**config.mk**
```make
export PLATFORM = sky130hd
export DESIGN_NAME = rto_bit_engine
export DESIGN_NICKNAME = d
export VERILOG_FILES = /design/src/rtl/rto_pkg.sv /design/src/rtl/rto_line_sync.sv /design/src/rtl/rto_cycle_timer.sv /design/src/rtl/rto_frame_ctrl.sv /design/src/rtl/rto_bit_engine.sv
export SDC_FILE = /design/constraint.sdc
export NUM_CORES = 1
export LEC_CHECK = 0
export ABC_CLOCK_PERIOD_IN_PS = 2700
export BUFFER_PORTS_ARGS = -buffer_cell sky130_fd_sc_hd__buf_2
export CELL_PAD_IN_SITES_DETAIL_PLACEMENT = 0
export CELL_PAD_IN_SITES_GLOBAL_PLACEMENT = 2
export CORE_MARGIN = 2
export CORE_UTILIZATION = 35
export CTS_CLUSTER_DIAMETER = 100
export DETAILED_ROUTE_END_ITERATION = 8
export PLACE_DENSITY = 0.78
export SETUP_SLACK_MARGIN = 0.4
export SLEW_MARGIN = 20
export SYNTH_ARGS = -nofsm -noshare
export SYNTH_HDL_FRONTEND = slang
export SYNTH_SLANG_ARGS = --single-unit
```
**constraint.sdc**
```tcl
create_clock -name clk_i -period 2.7 [get_ports clk_i]
set_input_delay 0.54 -clock clk_i [delete_from_list [all_inputs] [get_ports clk_i]]
set_output_delay 0.54 -clock clk_i [all_outputs]
set_load 0.02 [all_outputs]
```
**src/rtl/rto_pkg.sv**
```systemverilog
package rto_pkg;

  typedef enum logic [2:0] {
    ST_IDLE     = 3'd0,
    ST_RX_START = 3'd1,
    ST_RX_DATA  = 3'd2,
    ST_RX_STOP  = 3'd3,
    ST_RX_RECOV = 3'd4,
    ST_RX_HALT  = 3'd5,
    ST_TX       = 3'd6
  } rto_state_e;

endpackage

```
**src/rtl/rto_line_sync.sv**
```systemverilog
module rto_line_sync #(
  parameter int STAGES = 2
) (
  input  logic clk_i,
  input  logic rst_ni,
  input  logic line_i,
  output logic line_o,
  output logic fall_o
);

  logic [STAGES-1:0] chain_q;
  logic [STAGES-1:0] chain_d;
  logic              prev_q;

  // shift chain, idle level of the wire is high
  genvar g;
  generate
    for (g = 0; g < STAGES; g++) begin : g_stage
      if (g == 0) begin : g_first
        assign chain_d[g] = line_i;
      end else begin : g_next
        assign chain_d[g] = chain_q[g-1];
      end
    end
  endgenerate

  always_ff @(posedge clk_i or negedge rst_ni) begin
    if (!rst_ni) begin
      chain_q <= '1;
      prev_q  <= 1'b1;
    end else begin
      chain_q <= chain_d;
      prev_q  <= chain_q[STAGES-1];
    end
  end

  assign line_o = chain_q[STAGES-1];
  assign fall_o = prev_q & ~chain_q[STAGES-1];

endmodule

```
**src/rtl/rto_cycle_timer.sv**
```systemverilog
module rto_cycle_timer #(
  parameter int CNT_W = 7
) (
  input  logic             clk_i,
  input  logic             rst_ni,
  input  logic             clear_i,
  input  logic             en_i,
  output logic [CNT_W-1:0] cnt_o
);

  localparam logic [CNT_W-1:0] CNT_TOP = '1;

  logic [CNT_W-1:0] cnt_q;
  logic [CNT_W-1:0] cnt_d;
  logic             cnt_en;

  always_comb begin
    cnt_en = clear_i | (en_i & (cnt_q != CNT_TOP));
    cnt_d  = clear_i ? '0 : cnt_q + 1'b1;
  end

  always_ff @(posedge clk_i or negedge rst_ni) begin
    if (!rst_ni) begin
      cnt_q <= '0;
    end else if (cnt_en) begin
      cnt_q <= cnt_d;
    end
  end

  assign cnt_o = cnt_q;

endmodule

```
**src/rtl/rto_frame_ctrl.sv**
```systemverilog
module rto_frame_ctrl
  import rto_pkg::*;
#(
  parameter int START_CYC = 5,
  parameter int SETUP_CYC = 10,
  parameter int HOLD_CYC  = 20,
  parameter int STOP_CYC  = 30,
  parameter int CYCLE_CYC = 45,
  parameter int STUCK_CYC = 100,
  parameter int CNT_W     = 7
) (
  input  logic             clk_i,
  input  logic             rst_ni,
  input  logic             line_i,
  input  logic             fall_i,
  input  logic [CNT_W-1:0] cnt_i,
  input  logic             tx_req_i,
  input  logic             tx_bit_i,
  output logic             tmr_clear_o,
  output logic             tmr_en_o,
  output logic             pull_o,
  output logic             tx_done_o,
  output logic             rx_valid_o,
  output logic             rx_bit_o,
  output logic             rx_err_o
);

  localparam int SAMPLE_CYC = (SETUP_CYC + HOLD_CYC) / 2;
  localparam logic [CNT_W-1:0] C_START_LAST = CNT_W'(START_CYC - 1);
  localparam logic [CNT_W-1:0] C_START      = CNT_W'(START_CYC);
  localparam logic [CNT_W-1:0] C_SAMPLE     = CNT_W'(SAMPLE_CYC);
  localparam logic [CNT_W-1:0] C_STOP       = CNT_W'(STOP_CYC);
  localparam logic [CNT_W-1:0] C_CYC_LAST   = CNT_W'(CYCLE_CYC - 1);
  localparam logic [CNT_W-1:0] C_STUCK      = CNT_W'(STUCK_CYC);

  rto_state_e state_q, state_d;
  logic       txb_q, txb_d, txb_en;
  logic       rxb_q, rxb_en;

  // next-state process
  always_comb begin
    state_d    = state_q;
    txb_d      = txb_q;
    txb_en     = 1'b0;
    rxb_en     = 1'b0;
    tx_done_o  = 1'b0;
    rx_valid_o = 1'b0;
    rx_err_o   = 1'b0;
    unique case (state_q)
      ST_IDLE: begin
        if (fall_i) begin
          state_d = ST_RX_START;
        end else if (tx_req_i) begin
          state_d = ST_TX;
          txb_d   = tx_bit_i;
          txb_en  = 1'b1;
        end
      end
      ST_RX_START: begin
        if (line_i) begin
          state_d = ST_IDLE;              // too short: glitch
        end else if (cnt_i == C_START_LAST) begin
          state_d = ST_RX_DATA;
        end
      end
      ST_RX_DATA: begin
        if (cnt_i == C_SAMPLE) begin
          rxb_en  = 1'b1;
          state_d = ST_RX_STOP;
        end
      end
      ST_RX_STOP: begin
        if (line_i) begin
          state_d = ST_RX_RECOV;
        end else if (cnt_i >= C_STUCK) begin
          rx_err_o = 1'b1;
          state_d  = ST_RX_HALT;
        end
      end
      ST_RX_RECOV: begin
        if (!line_i) begin
          rx_err_o = 1'b1;
          state_d  = ST_RX_HALT;
        end else if (cnt_i >= C_CYC_LAST) begin
          rx_valid_o = 1'b1;
          state_d    = ST_IDLE;
        end
      end
      ST_RX_HALT: begin
        if (line_i) begin
          state_d = ST_IDLE;
        end
      end
      ST_TX: begin
        if (cnt_i == C_CYC_LAST) begin
          tx_done_o = 1'b1;
          state_d   = ST_IDLE;
        end
      end
      default: state_d = ST_IDLE;
    endcase
  end

  // register process
  always_ff @(posedge clk_i or negedge rst_ni) begin
    if (!rst_ni) begin
      state_q <= ST_IDLE;
      txb_q   <= 1'b1;
      rxb_q   <= 1'b1;
    end else begin
      state_q <= state_d;
      if (txb_en) begin
        txb_q <= txb_d;
      end
      if (rxb_en) begin
        rxb_q <= line_i;
      end
    end
  end

  assign tmr_clear_o = (state_q == ST_IDLE);
  assign tmr_en_o    = (state_q != ST_IDLE);
  assign pull_o      = (state_q == ST_TX) &&
                       ((cnt_i < C_START) || (!txb_q && (cnt_i < C_STOP)));
  assign rx_bit_o    = rxb_q;

  AST_STROBE_EXCL: assert property (@(posedge clk_i) disable iff (!rst_ni)
    !(rx_valid_o && rx_err_o));
  AST_VALID_PULSE: assert property (@(posedge clk_i) disable iff (!rst_ni)
    rx_valid_o |=> !rx_valid_o);
  AST_DONE_PULSE: assert property (@(posedge clk_i) disable iff (!rst_ni)
    tx_done_o |=> !tx_done_o);
  AST_PULL_FRAME_START: assert property (@(posedge clk_i) disable iff (!rst_ni)
    $rose(pull_o) |-> (cnt_i == '0));
  AST_PULL_RELEASE: assert property (@(posedge clk_i) disable iff (!rst_ni)
    $fell(pull_o) |-> ((cnt_i == C_START) || (cnt_i == C_STOP)));

endmodule

```
**src/rtl/rto_bit_engine.sv**
```systemverilog
module rto_bit_engine #(
  parameter int START_CYC = 5,
  parameter int SETUP_CYC = 10,
  parameter int HOLD_CYC  = 20,
  parameter int STOP_CYC  = 30,
  parameter int CYCLE_CYC = 45,
  parameter int STUCK_CYC = 100,
  parameter int SYNC_STG  = 2
) (
  input  logic clk_i,
  input  logic rst_ni,
  input  logic line_i,
  output logic pull_o,
  input  logic tx_req_i,
  input  logic tx_bit_i,
  output logic tx_done_o,
  output logic rx_valid_o,
  output logic rx_bit_o,
  output logic rx_err_o
);

  localparam int CNT_MAX = (STUCK_CYC > CYCLE_CYC) ? STUCK_CYC : CYCLE_CYC;
  localparam int CNT_W   = $clog2(CNT_MAX + 2);

  logic             line_s;
  logic             fall_s;
  logic             tmr_clear;
  logic             tmr_en;
  logic [CNT_W-1:0] cnt;

  rto_line_sync #(
    .STAGES (SYNC_STG)
  ) u_sync (
    .clk_i  (clk_i),
    .rst_ni (rst_ni),
    .line_i (line_i),
    .line_o (line_s),
    .fall_o (fall_s)
  );

  rto_cycle_timer #(
    .CNT_W (CNT_W)
  ) u_timer (
    .clk_i   (clk_i),
    .rst_ni  (rst_ni),
    .clear_i (tmr_clear),
    .en_i    (tmr_en),
    .cnt_o   (cnt)
  );

  rto_frame_ctrl #(
    .START_CYC (START_CYC),
    .SETUP_CYC (SETUP_CYC),
    .HOLD_CYC  (HOLD_CYC),
    .STOP_CYC  (STOP_CYC),
    .CYCLE_CYC (CYCLE_CYC),
    .STUCK_CYC (STUCK_CYC),
    .CNT_W     (CNT_W)
  ) u_ctrl (
    .clk_i       (clk_i),
    .rst_ni      (rst_ni),
    .line_i      (line_s),
    .fall_i      (fall_s),
    .cnt_i       (cnt),
    .tx_req_i    (tx_req_i),
    .tx_bit_i    (tx_bit_i),
    .tmr_clear_o (tmr_clear),
    .tmr_en_o    (tmr_en),
    .pull_o      (pull_o),
    .tx_done_o   (tx_done_o),
    .rx_valid_o  (rx_valid_o),
    .rx_bit_o    (rx_bit_o),
    .rx_err_o    (rx_err_o)
  );

  AST_VALID_LINE_HIGH: assert property (@(posedge clk_i) disable iff (!rst_ni)
    rx_valid_o |-> line_s);
  AST_VALID_AFTER_CYCLE: assert property (@(posedge clk_i) disable iff (!rst_ni)
    rx_valid_o |-> (cnt >= CNT_W'(CYCLE_CYC - 1)));
  AST_NO_PULL_ON_RX: assert property (@(posedge clk_i) disable iff (!rst_ni)
    (rx_valid_o || rx_err_o) |-> !pull_o);

endmodule

```
==> results by group, run 1 <==
Critical path
  • WP data required: 2.16 ns
  • FF-to-FF End: u_ctrl.state_q[2]
  • CP Capture Point: rx_err_o
  • Critical Path Start: u_timer.cnt_o[3]
  • Worst r2r path cells: 5
  • Startpoint types: register
  • Kind of critical path: reg -> out
  • Reg2reg setup slack: 0.66 ns
  • Worst R2R Start: u_timer.cnt_o[4]
  • Setup crit end kind: output port
  • Worst Path Arrival: around 1.5 ns
  • Worst Path Max Fanout: 10

Floorplanning
  • Die area: between 3000 and 4000 sq um
  • Core area: 2690 sq um
  • Ports: 10
  • Die W: 56.7 microns
  • Row count: 19
  • Die Ht: 56.7 microns
  • Starting Density: 36.2%

Clock network
  • Root Buffer: clkbuf_4
  • CTS tree: yes
  • CTS Buf Count: 3
  • Hold_buf cts: 0
  • Max H-tree Level: 1
  • Setup Buffers After CTS: 0
  • Reg clk slew, reported paths: 0.08 ns
  • Post-CTS Resized: 0
  • Worst skew pair latency: 0.27 ns
  • Clk sink count: 15
  • CTS max path bufs: 2

Finish
  • Antenna diode count: 0
  • Synth-to-layout area growth: 6.69%
  • Final #Nets: 117
  • Fillers: between 200 and 300
  • Most frequent cells in the layout: 12 x nor2_1, 10 x dfrtp_1, 9 x buf_2
  • Commonest non-fill, non-tap cell in the layout: nor2_1
  • Layout cells sized above 1: 22.0%

Logic synthesis
  • Mean area per synthesized cell: 9.26 sq um
  • Synth top area cells: dfrtp_1 26%, dfstp_2 14%, nor2_1 4.6%, nand4_1 3.2%, a21oi_1 3.1%
  • Syn_nets: 112
  • Post-synthesis sequential area ratio: 39.3%
  • Synthesized area: 972 sq um
  • Post-Synthesis Cells: 105
  • Synth Warn #: 0
  • Area leader, netlist: dfrtp_1
  • Synth top area share: 25.7%
  • Number of synthesized register bits: 15
  • Cell variety after synth: between 40 and 50

Place
  • Setup WS pre-CTS: around 0.67 ns
  • PortBufs: 9
  • RePlAce Congestion: roughly 0.77
  • DP HPWL: 1430 microns

Worst hold path
  • Hold WC Path Type: in -> async

Timing
  • Setup tns final: 0 ns
  • Setup WS post-layout: 0.616 ns
  • Fmax: 0.480 GHz
  • Final Max Tran Viols: 0
  • Worst-Margin Slew: 0.487 ns
  • Setup violations, final: 0
  • RSZ-0062 raised after global routing: false
  • Final Critical Period: 2.08 ns
  • Relative slew margins: 67.4%
  • Fin crit share: 77.2%
  • WHS: 0.147 ns
  • Fin. Hold Viols: 0
  • Worst clock skew: between 0.0006 and 0.0007 ns

Power and ir drop
  • Final Power: 1.00 mW
  • VDD IR-drop max: roughly 0.55 mV
  • Leak: 0.445 nW
  • Pwr dens: between 900 and 1000 nW/um^2

Route
  • ANT nets after route: 0
  • DRC viols: 0
  • Iteration-0 DRC Markers: 24
  • WL per Instance: 13.7 microns
  • Post-Route WL: approximately 1900 microns
  • Drt pass-1 iters: 4
  • Vias: 776
  • Vias/cell: approximately 5.5

Global route
  • Largest net degree at the start of global routing: 16
  • Total Routing Usage GR: roughly an eighth
  • Initial antenna violation count: 0
  • GRT overflow: 0
  • Vias in the first global route: 678
  • First-pass GRT wire length: 3210 microns

Status
  • Status: finished clean

Job
  • Max_cap viols: 0
==> cells in the mapped netlist, drive strengths merged <==
| master | instances |
|---|---|
| nor2 | 12 |
| dfrtp | 10 |
| a21oi | 6 |
| clkbuf | 5 |
| dfstp | 5 |
| nand4 | 5 |
| buf | 4 |
| inv | 4 |
| mux2 | 4 |
| nand3 | 4 |
| nor3 | 4 |
| o21ai | 4 |
| nand2 | 3 |
| a211oi | 2 |
| a22oi | 2 |
| a31oi | 2 |
| and3 | 2 |
| ha | 2 |
| nand2b | 2 |
| nor4 | 2 |
| nor4bb | 2 |
| or3 | 2 |
| xor2 | 2 |
| a41oi | 1 |
| and3b | 1 |
| and4 | 1 |
| and4b | 1 |
| nor2b | 1 |
| nor3b | 1 |
| nor4b | 1 |
| o211ai | 1 |
| o21a | 1 |
| o21bai | 1 |
| o2bb2ai | 1 |
| o311a | 1 |
| o311ai | 1 |
| o31a | 1 |
| xnor2 | 1 |
==> report_power, final <==
group | leakage, nW | internal [mW] | switching (mW)
registers | 0.182 | 0.298 | 0.148
clock network | 0.0150 | 0.0573 | 0.0677
logic | 0.248 | 0.221 | 0.208
==> metrics by stage <==
step | cell area (sq um) | utilization, % | std cells
2_1_floorplan | 972 | - | 105
3_3_place_gp | 1010 | 37.6 | 136
3_5_place_dp | 1010 | 37.6 | 136
4_1_cts | 1040 | 38.6 | 140
5_1_grt | 1040 | 38.6 | 140
6_report | 1040 | 38.6 | 140
==> metal layers <==
layer  up-vias  routed length (microns)  part of all wire (%)  GRT usage (%)
met1       362                      998                    52           18.0
met3         2                       80                   4.2           2.53
li1        397                        -                     -              -
met4         0                       10                  0.52           6.12
met2        15                      834                    43           18.4
met5         -                        0                     0              0
==> final cells by class <==
| type | count | area, sq um | area share (%) |
|---|---|---|---|
| clock buffers | 4 | 26.3 | 2.53 |
| multi-input cells | 77 | 531 | 51.1 |
| flip-flops and latches | 15 | 382 | 36.8 |
| repair buffers | 9 | 45.0 | 4.34 |
| inverters | 4 | 15.0 | 1.45 |
| well taps | 31 | 38.8 | 3.74 |
==> critical path, stage by stage (launching register included) <==
cell and delay, ns:
dfrtp_1 0.49, o311a_2 0.44, nand4_1 0.10, a21oi_1 0.07, buf_2 0.16
==> logic make-up after synthesis <==
family,Yosys count,synth area share (%)
buffers and inverters,13,6.18
adder cells (fa/ha/maj),2,2.57
AO/OA/AOI/OAI,24,17.9
XOR/XNOR,3,2.70
AND/OR/NAND/NOR,44,26.0
multiplexers,4,5.41
flip-flops,15,39.3
==> worst min-delay path by stage <==
stage,slack (ns),endpoint,start,depth (start not counted)
2_1_floorplan,0.24,u_ctrl.state_q[0],rst_ni,0
5_1_grt,0.15,u_ctrl.state_q[1],rst_ni,1
3_3_place_gp,0.35,u_sync.chain_q[1],u_sync.chain_q[0],0
6_report,0.15,u_timer.cnt_o[1],rst_ni,1
4_1_cts,0.15,u_ctrl.state_q[1],rst_ni,1
3_5_place_dp,0.35,u_sync.chain_q[1],u_sync.chain_q[0],0
==> sequential cells by signal, summed over array words and instances (netlist names) <==
signal	cells
u_ctrl.txb_q	1
u_ctrl.state_q	3
u_ctrl.rx_bit_o	1
u_sync.chain_q	2
u_timer.cnt_o	7
u_sync.prev_q	1
Note: power is estimated with default switching activity, not from simulation.
==> inputs of run 2 (changes only) <==
--- a/config.mk
+++ b/config.mk
@@ -5,15 +5,15 @@
 export SDC_FILE = /design/constraint.sdc
 export NUM_CORES = 1
 export LEC_CHECK = 0
-export ABC_CLOCK_PERIOD_IN_PS = 2700
+export ABC_CLOCK_PERIOD_IN_PS = 1850
 export BUFFER_PORTS_ARGS = -buffer_cell sky130_fd_sc_hd__buf_2
 export CELL_PAD_IN_SITES_DETAIL_PLACEMENT = 0
 export CELL_PAD_IN_SITES_GLOBAL_PLACEMENT = 2
 export CORE_MARGIN = 2
-export CORE_UTILIZATION = 35
+export CORE_UTILIZATION = 32
 export CTS_CLUSTER_DIAMETER = 100
 export DETAILED_ROUTE_END_ITERATION = 8
-export PLACE_DENSITY = 0.78
+export PLACE_DENSITY = 0.75
 export SETUP_SLACK_MARGIN = 0.4
 export SLEW_MARGIN = 20
 export SYNTH_ARGS = -nofsm -noshare
==> constraint.sdc (replaced) <==
create_clock -name clk_i -period 1.85 [get_ports clk_i]
set_input_delay 0.37 -clock clk_i [delete_from_list [all_inputs] [get_ports clk_i]]
set_output_delay 0.37 -clock clk_i [all_outputs]
set_load 0.02 [all_outputs]
==> run 2 against run 1 <==
Compared with the run above: the flow now finishes with violations (setup timing); sequential power rose by 43%; final area rose by 40%; final cell count rose by 23%; critical path type is now reg -> reg; clock skew rose by 0.0064 ns; largest power group is now combinational cells; critical path depth rose by 1; non-clock buffer count rose by 30; power rose by 92%; worst setup slack got worse by 0.69 ns.
==> results by group, run 2 (synthesis gave the netlist of run 1 again) <==
Floorplanning
  • Core area: 2980 sq um (was 2690 sq um)
  • Die Ht: 59.1 microns (was 56.7 microns)
  • Die W: 59.1 microns (was 56.7 microns)
  • Starting Density: 32.6% (was 36.2%)
  • Ports: 10 (unchanged)
  • Row count: 20 (was 19)
  • Die area: 3500 sq um (was 3220 sq um)

Finish
  • Flip-flop count of the largest register after layout: 7 (unchanged)
  • Layout Utilization: 48.6% (was 38.6%)
  • Antenna diode count: 0 (unchanged)
  • Commonest non-fill, non-tap cell in the layout: buf_4 (was nor2_1)
  • Final #Nets: 147 (was 117)
  • Layout cells sized above 1: 54.0% (was 22.0%)
  • Most frequent cells in the layout: 18 x buf_4, 12 x buf_6, 8 x nor2_1 (was 12 x nor2_1, 10 x dfrtp_1, 9 x buf_2)
  • Post-route insts no fill: 172 (was 140)
  • Design area: 1450 sq um (was 1040 sq um)
  • Synth-to-layout area growth: 48.9% (was 6.69%)

Status
  • Status: complete, but fails checks (was finished clean)
  • Failing checks: setup timing

Clock network
  • CTS tree: yes (unchanged)
  • Reg clk slew, reported paths: 0.09 ns (was 0.08 ns)
  • Root Buffer: clkbuf_4 (unchanged)
  • Max H-tree Level: 1 (unchanged)
  • Clk sink count: 15 (unchanged)
  • CTS max path bufs: 2 (unchanged)
  • CTS Buf Count: 3 (unchanged)
  • Worst skew pair latency: 0.28 ns (was 0.27 ns)

Critical path
  • Startpoint types: register (unchanged)
  • Reg2reg setup slack: -0.07 ns (was 0.66 ns)
  • Worst Path Max Fanout: 2 (was 10)
  • Worst Path Arrival: 2.09 ns (was 1.54 ns)
  • WP data required: 2.02 ns (was 2.16 ns)
  • Setup crit end kind: register (was output port)
  • Kind of critical path: reg -> reg (was reg -> out)

Global route
  • Initial antenna violation count: 0 (unchanged)
  • First-pass GRT wire length: 4110 microns (was 3210 microns)
  • GRT overflow: 0 (unchanged)
  • Largest net degree at the start of global routing: 16 (unchanged)
  • Total Routing Usage GR: 15.7% (was 12.7%)
  • Vias in the first global route: 901 (was 678)

Place
  • RePlAce Congestion: 0.792 (was 0.770)
  • DP HPWL: 1650 microns (was 1430 microns)
  • PortBufs: 9 (unchanged)
  • Post-Place Cell Area: 1140 sq um (was 1010 sq um)
  • Dpl cells: 152 (was 136)
  • Setup WS pre-CTS: -0.0378 ns (was 0.669 ns)

Timing
  • Setup violations, final: 4 (was 0)
  • Fin. Hold Viols: 0 (unchanged)
  • Worst clock skew: 0.00708 ns (was 0.000664 ns)
  • Fmax: around 0.52 GHz
  • Setup tns final: -0.189 ns (was 0 ns)
  • Setup WS post-layout: -0.0707 ns (was 0.616 ns)
  • Worst-Margin Slew: 0.348 ns (was 0.487 ns)
  • RSZ-0062 raised after global routing: true (was false)
  • Fin crit share: 104%
  • Relative slew margins: 76.5% (was 67.4%)
  • Final Max Tran Viols: 0 (unchanged)
  • Final Critical Period: 1.92 ns

Route
  • Vias: 958 (was 776)
  • Drt pass-1 iters: 4 (unchanged)
  • Vias/cell: 5.57 (was 5.54)
  • ANT nets after route: 0 (unchanged)
  • Iteration-0 DRC Markers: 35 (was 24)
  • Post-Route WL: 2660 microns (was 1920 microns)
  • WL per Instance: 15.5 microns (was 13.7 microns)
  • DRC viols: 0 (unchanged)

Job
  • Max_cap viols: 0 (unchanged)

Power and ir drop
  • Leak: 0.632 nW (was 0.445 nW)
  • Pwr dens: 1330 nW/um^2 (was 964 nW/um^2)
  • VDD IR-drop max: 0.776 mV (was 0.549 mV)

Worst hold path
  • Hold WC Path Type: in -> reg (was in -> async)
run 2: worst paths after layout:
| path | start | to | depth (start not counted) |
|---|---|---|---|
| min in group asynchronous | rst_ni | u_timer.cnt_o[3] | 2 |
| max | u_timer.cnt_o[6] | u_ctrl.state_q[0] | 5 |
| min | line_i | u_sync.chain_q[0] | 1 |
| max reg2reg | u_timer.cnt_o[6] | u_ctrl.state_q[0] | 5 |
| min reg2reg | u_sync.chain_q[0] | u_sync.chain_q[1] | 0 |
| max in group asynchronous | rst_ni | u_sync.chain_q[1] | 2 |
run 2: layer usage:
metal	vias to the layer above	global-route usage (%)	share of wire (%)
met5	-	0	0
met4	0	6.49	1.6
met3	6	3.28	3.8
met2	20	26.0	50
met1	471	19.9	44
li1	461	-	-
run 2: per-stage QoR:
stage | total power [mW] | hold slack (ns)
2_1_floorplan | 1.18 | 0.0744
3_3_place_gp | 1.40 | 0.299
3_5_place_dp | 1.42 | 0.299
4_1_cts | 1.80 | 0.176
5_1_grt | 2.08 | 0.167
6_report | 1.92 | 0.186
run 2: area by class of cell:
type,count,area [sq um]
multi-input combinational,77,637
clock buffer,4,26.3
fill,278,1530
timing repair buffer,39,338
tap,33,41.3
inverter,4,15.0
sequential,15,390
run 2: critical path, stage by stage (launching register included):
cell,delay (ns)
dfrtp_1,0.38
or3_4,0.39
or3_4,0.37
a22oi_2,0.22
o21a_4,0.17
mux2_4,0.29
run 2: repair_timing:
item	in CTS	in global routing
gates cloned	0	1
resized for setup	23	18
pin swaps	10	15
setup buffers	7	7
hold buffers	1	0
hold endpoints to repair	10	0
setup endpoints to repair	13	13
run 2: where the power goes:
part	internal [mW]	switching [mW]	leakage (nW)	total, mW
clock network	0.0836	0.101	0.0150	0.184
logic	0.612	0.485	0.444	1.10
registers	0.450	0.189	0.173	0.639
total	1.15	0.775	0.632	1.92
==> inputs of run 3 (changes only) <==
--- a/config.mk
+++ b/config.mk
@@ -5,7 +5,7 @@
 export SDC_FILE = /design/constraint.sdc
 export NUM_CORES = 1
 export LEC_CHECK = 0
-export ABC_CLOCK_PERIOD_IN_PS = 1850
+export ABC_CLOCK_PERIOD_IN_PS = 1700
 export BUFFER_PORTS_ARGS = -buffer_cell sky130_fd_sc_hd__buf_2
 export CELL_PAD_IN_SITES_DETAIL_PLACEMENT = 0
 export CELL_PAD_IN_SITES_GLOBAL_PLACEMENT = 2
@@ -15,6 +15,7 @@
 export DETAILED_ROUTE_END_ITERATION = 8
 export PLACE_DENSITY = 0.75
 export SETUP_SLACK_MARGIN = 0.4
+export SKIP_CTS_REPAIR_TIMING = 1
 export SLEW_MARGIN = 20
 export SYNTH_ARGS = -nofsm -noshare
 export SYNTH_HDL_FRONTEND = slang
==> constraint.sdc (replaced) <==
create_clock -name clk_i -period 1.7 [get_ports clk_i]
set_input_delay 0.17 -clock clk_i [delete_from_list [all_inputs] [get_ports clk_i]]
set_output_delay 0.17 -clock clk_i [all_outputs]
set_load 0.02 [all_outputs]
==> run 3 against run 2 <==
Compared with the run above: the flow still finishes with violations (setup timing); largest power group unchanged; via count fell by 2.2%; clock power rose by 11%; first-iteration DRC count fell by 60%.
==> results by group, run 3 (synthesis gave the netlist of run 1 again) <==
Critical path
  • Worst Path Max Fanout: 2 (unchanged)
  • Worst R2R Start: u_timer.cnt_o[5] (was u_timer.cnt_o[6])
  • Stages on worst setup path: 5 (unchanged)
  • Setup crit end kind: register (unchanged)
  • CP bufs+invs: 0 (unchanged)
  • Reg2reg setup slack: -0.19 ns (was -0.07 ns)
  • Crit-path leading delay family: simple AND/OR/NAND/NOR gates (unchanged)
  • Crit-path cells: or3_4 > or3_4 > a22oi_2 > o21a_4 > mux2_4 (unchanged)
  • Startpoint types: register (unchanged)
  • Worst path slowest cell: dfrtp_1 (was or3_4)
  • Slowest stage delay, CP: 0.38 ns (was 0.39 ns)
  • Kind of critical path: reg -> reg (unchanged)
  • FF-to-FF End: u_ctrl.state_q[0] (unchanged)
  • Worst r2r path cells: 5 (unchanged)
  • WP data required: 1.87 ns (was 2.02 ns)
  • Worst Path Arrival: 2.06 ns (was 2.09 ns)
  • CP most frequent cell: or3_4 (unchanged)
  • CP Capture Point: u_ctrl.state_q[0] (unchanged)
  • Critical Path Start: u_timer.cnt_o[5] (was u_timer.cnt_o[6])

Timing
  • WHS: 0.119 ns (was 0.186 ns)
  • Final Critical Period: 1.89 ns (was 1.92 ns)
  • Fin crit share: 111% (was 104%)
  • Setup WS post-layout: -0.191 ns (was -0.0707 ns)
  • Fmax: 0.529 GHz (was 0.521 GHz)
  • Setup violations, final: 5 (was 4)
  • Setup tns final: -0.705 ns (was -0.189 ns)
  • Worst clock skew: 0.00402 ns (was 0.00708 ns)
  • Final Max Tran Viols: 0 (unchanged)
  • RSZ-0062 raised after global routing: true (unchanged)
  • Fin. Hold Viols: 0 (unchanged)
  • Worst-Margin Slew: 0.367 ns (was 0.348 ns)
  • Relative slew margins: 75.2% (was 76.5%)

Floorplanning
  • Row count: 20 (unchanged)
  • Ports: 10 (unchanged)
  • Die Ht: 59.1 microns (unchanged)
  • Starting Density: 32.6% (unchanged)
  • Core area: 2980 sq um (unchanged)
  • Die W: 59.1 microns (unchanged)
  • Die area: 3500 sq um (unchanged)

Power and ir drop
  • VDD IR-drop max: 0.683 mV (was 0.776 mV)
  • Pwr dens: 1460 nW/um^2 (was 1330 nW/um^2)
  • Leak: 0.638 nW (was 0.632 nW)

Global route
  • Total Routing Usage GR: 14.8% (was 15.7%)
  • GRT overflow: 0 (unchanged)
  • First-pass GRT wire length: 3950 microns (was 4110 microns)
  • Initial antenna violation count: 0 (unchanged)
  • Vias in the first global route: 914 (was 901)
  • Largest net degree at the start of global routing: 16 (unchanged)

Finish
  • Flip-flop count of the largest register after layout: 7 (unchanged)
  • Fillers: 282 (was 278)
  • Synth-to-layout area growth: 48.4% (was 48.9%)
  • Antenna diode count: 0 (unchanged)
  • Commonest non-fill, non-tap cell in the layout: buf_4 (unchanged)
  • Final #Nets: 151 (was 147)
  • Area of the multi-input gates: 643 sq um (was 637 sq um)
  • Register area: 383 sq um (was 390 sq um)
  • Most frequent cells in the layout: 29 x buf_4, 9 x nor2_1, 9 x dfrtp_1 (was 18 x buf_4, 12 x buf_6, 8 x nor2_1)
  • Layout cells sized above 1: 54.5% (was 54.0%)

Status
  • Status: complete, but fails checks (unchanged)
  • Failing checks: setup timing (unchanged)

Route
  • Vias: 937 (was 958)
  • Vias/cell: 5.32 (was 5.57)
  • ANT nets after route: 0 (unchanged)
  • Drt pass-1 iters: 4 (unchanged)
  • Post-Route WL: 2460 microns (was 2660 microns)
  • WL per Instance: 14.0 microns (was 15.5 microns)
  • DRC viols: 0 (unchanged)
  • Iteration-0 DRC Markers: 14 (was 35)

Clock network
  • Clk sink count: 15 (unchanged)
  • Worst skew pair latency: 0.28 ns (about the same)
  • Reg clk slew, reported paths: 0.10 ns (was 0.09 ns)
  • CTS tree: yes (unchanged)
  • Max H-tree Level: 1 (unchanged)
  • CTS Buf Count: 3 (unchanged)
  • Root Buffer: clkbuf_4 (unchanged)
  • CTS max path bufs: 2 (unchanged)

Worst hold path
  • Hold WC Path Type: in -> reg (unchanged)

Place
  • PortBufs: 9 (unchanged)
  • Setup WS pre-CTS: -0.155 ns (was -0.0378 ns)
  • DP HPWL: 1750 microns (was 1650 microns)
  • RePlAce Congestion: 0.815 (was 0.792)

Job
  • Max_cap viols: 0 (unchanged)
run 3: changes by cell type in the layout (fill, tap and decap cells not counted), moves of 2 or more:
| cell | change |
|---|---|
| nand3_2 | +2 |
| dfrtp_2 | -6 |
| nand3_1 | -2 |
| o21ai_1 | -2 |
| dfrtp_1 | +6 |
| buf_4 | +11 |
| buf_6 | -8 |
| mux2_4 | +2 |
| nor4bb_2 | +2 |
| o21ai_0 | +2 |
| nor4bb_1 | -2 |
run 3: cell type report:
type,instances,share of cell area [%]
clock buffer,3,1.56
clock inverter,1,0.347
inverter,4,1.04
multi-input combinational,77,44.6
sequential,15,26.5
tap,33,2.86
timing repair buffer,43,23.1
run 3: metrics by stage:
stage / area (sq um) / cells / total power [mW] / util (%)
2_1_floorplan: 1010 / 105 / 1.32 / -
3_3_place_gp: 1230 / 165 / 1.70 / 41.5
3_5_place_dp: 1230 / 165 / 1.71 / 41.5
4_1_cts: 1260 / 169 / 1.92 / 42.4
5_1_grt: 1440 / 176 / 2.26 / 48.4
6_report: 1440 / 176 / 2.10 / 48.4
run 3: worst min path at each step:
stage,start,end,cells past startpoint
6_report,tx_bit_i,u_ctrl.txb_q,2
5_1_grt,tx_bit_i,u_ctrl.txb_q,2
4_1_cts,rst_ni,u_timer.cnt_o[5],1
3_5_place_dp,rst_ni,u_timer.cnt_o[5],1
3_3_place_gp,rst_ni,u_timer.cnt_o[6],1
2_1_floorplan,rst_ni,u_ctrl.state_q[0],0
run 3: where the power goes:
part           internal, mW  switching [mW]
combinational         0.703           0.577
sequential            0.478           0.139
clock                0.0871           0.118
total                  1.27           0.834
run 3: routing by layer:
metal / vias to the layer above / GRT usage [%] / wire length, microns
met5: - / 0 / 0
met1: 461 / 19.1 / 1140
met2: 8 / 24.3 / 1240
met3: 2 / 2.62 / 54
li1: 466 / - / -
met4: 0 / 6.49 / 23
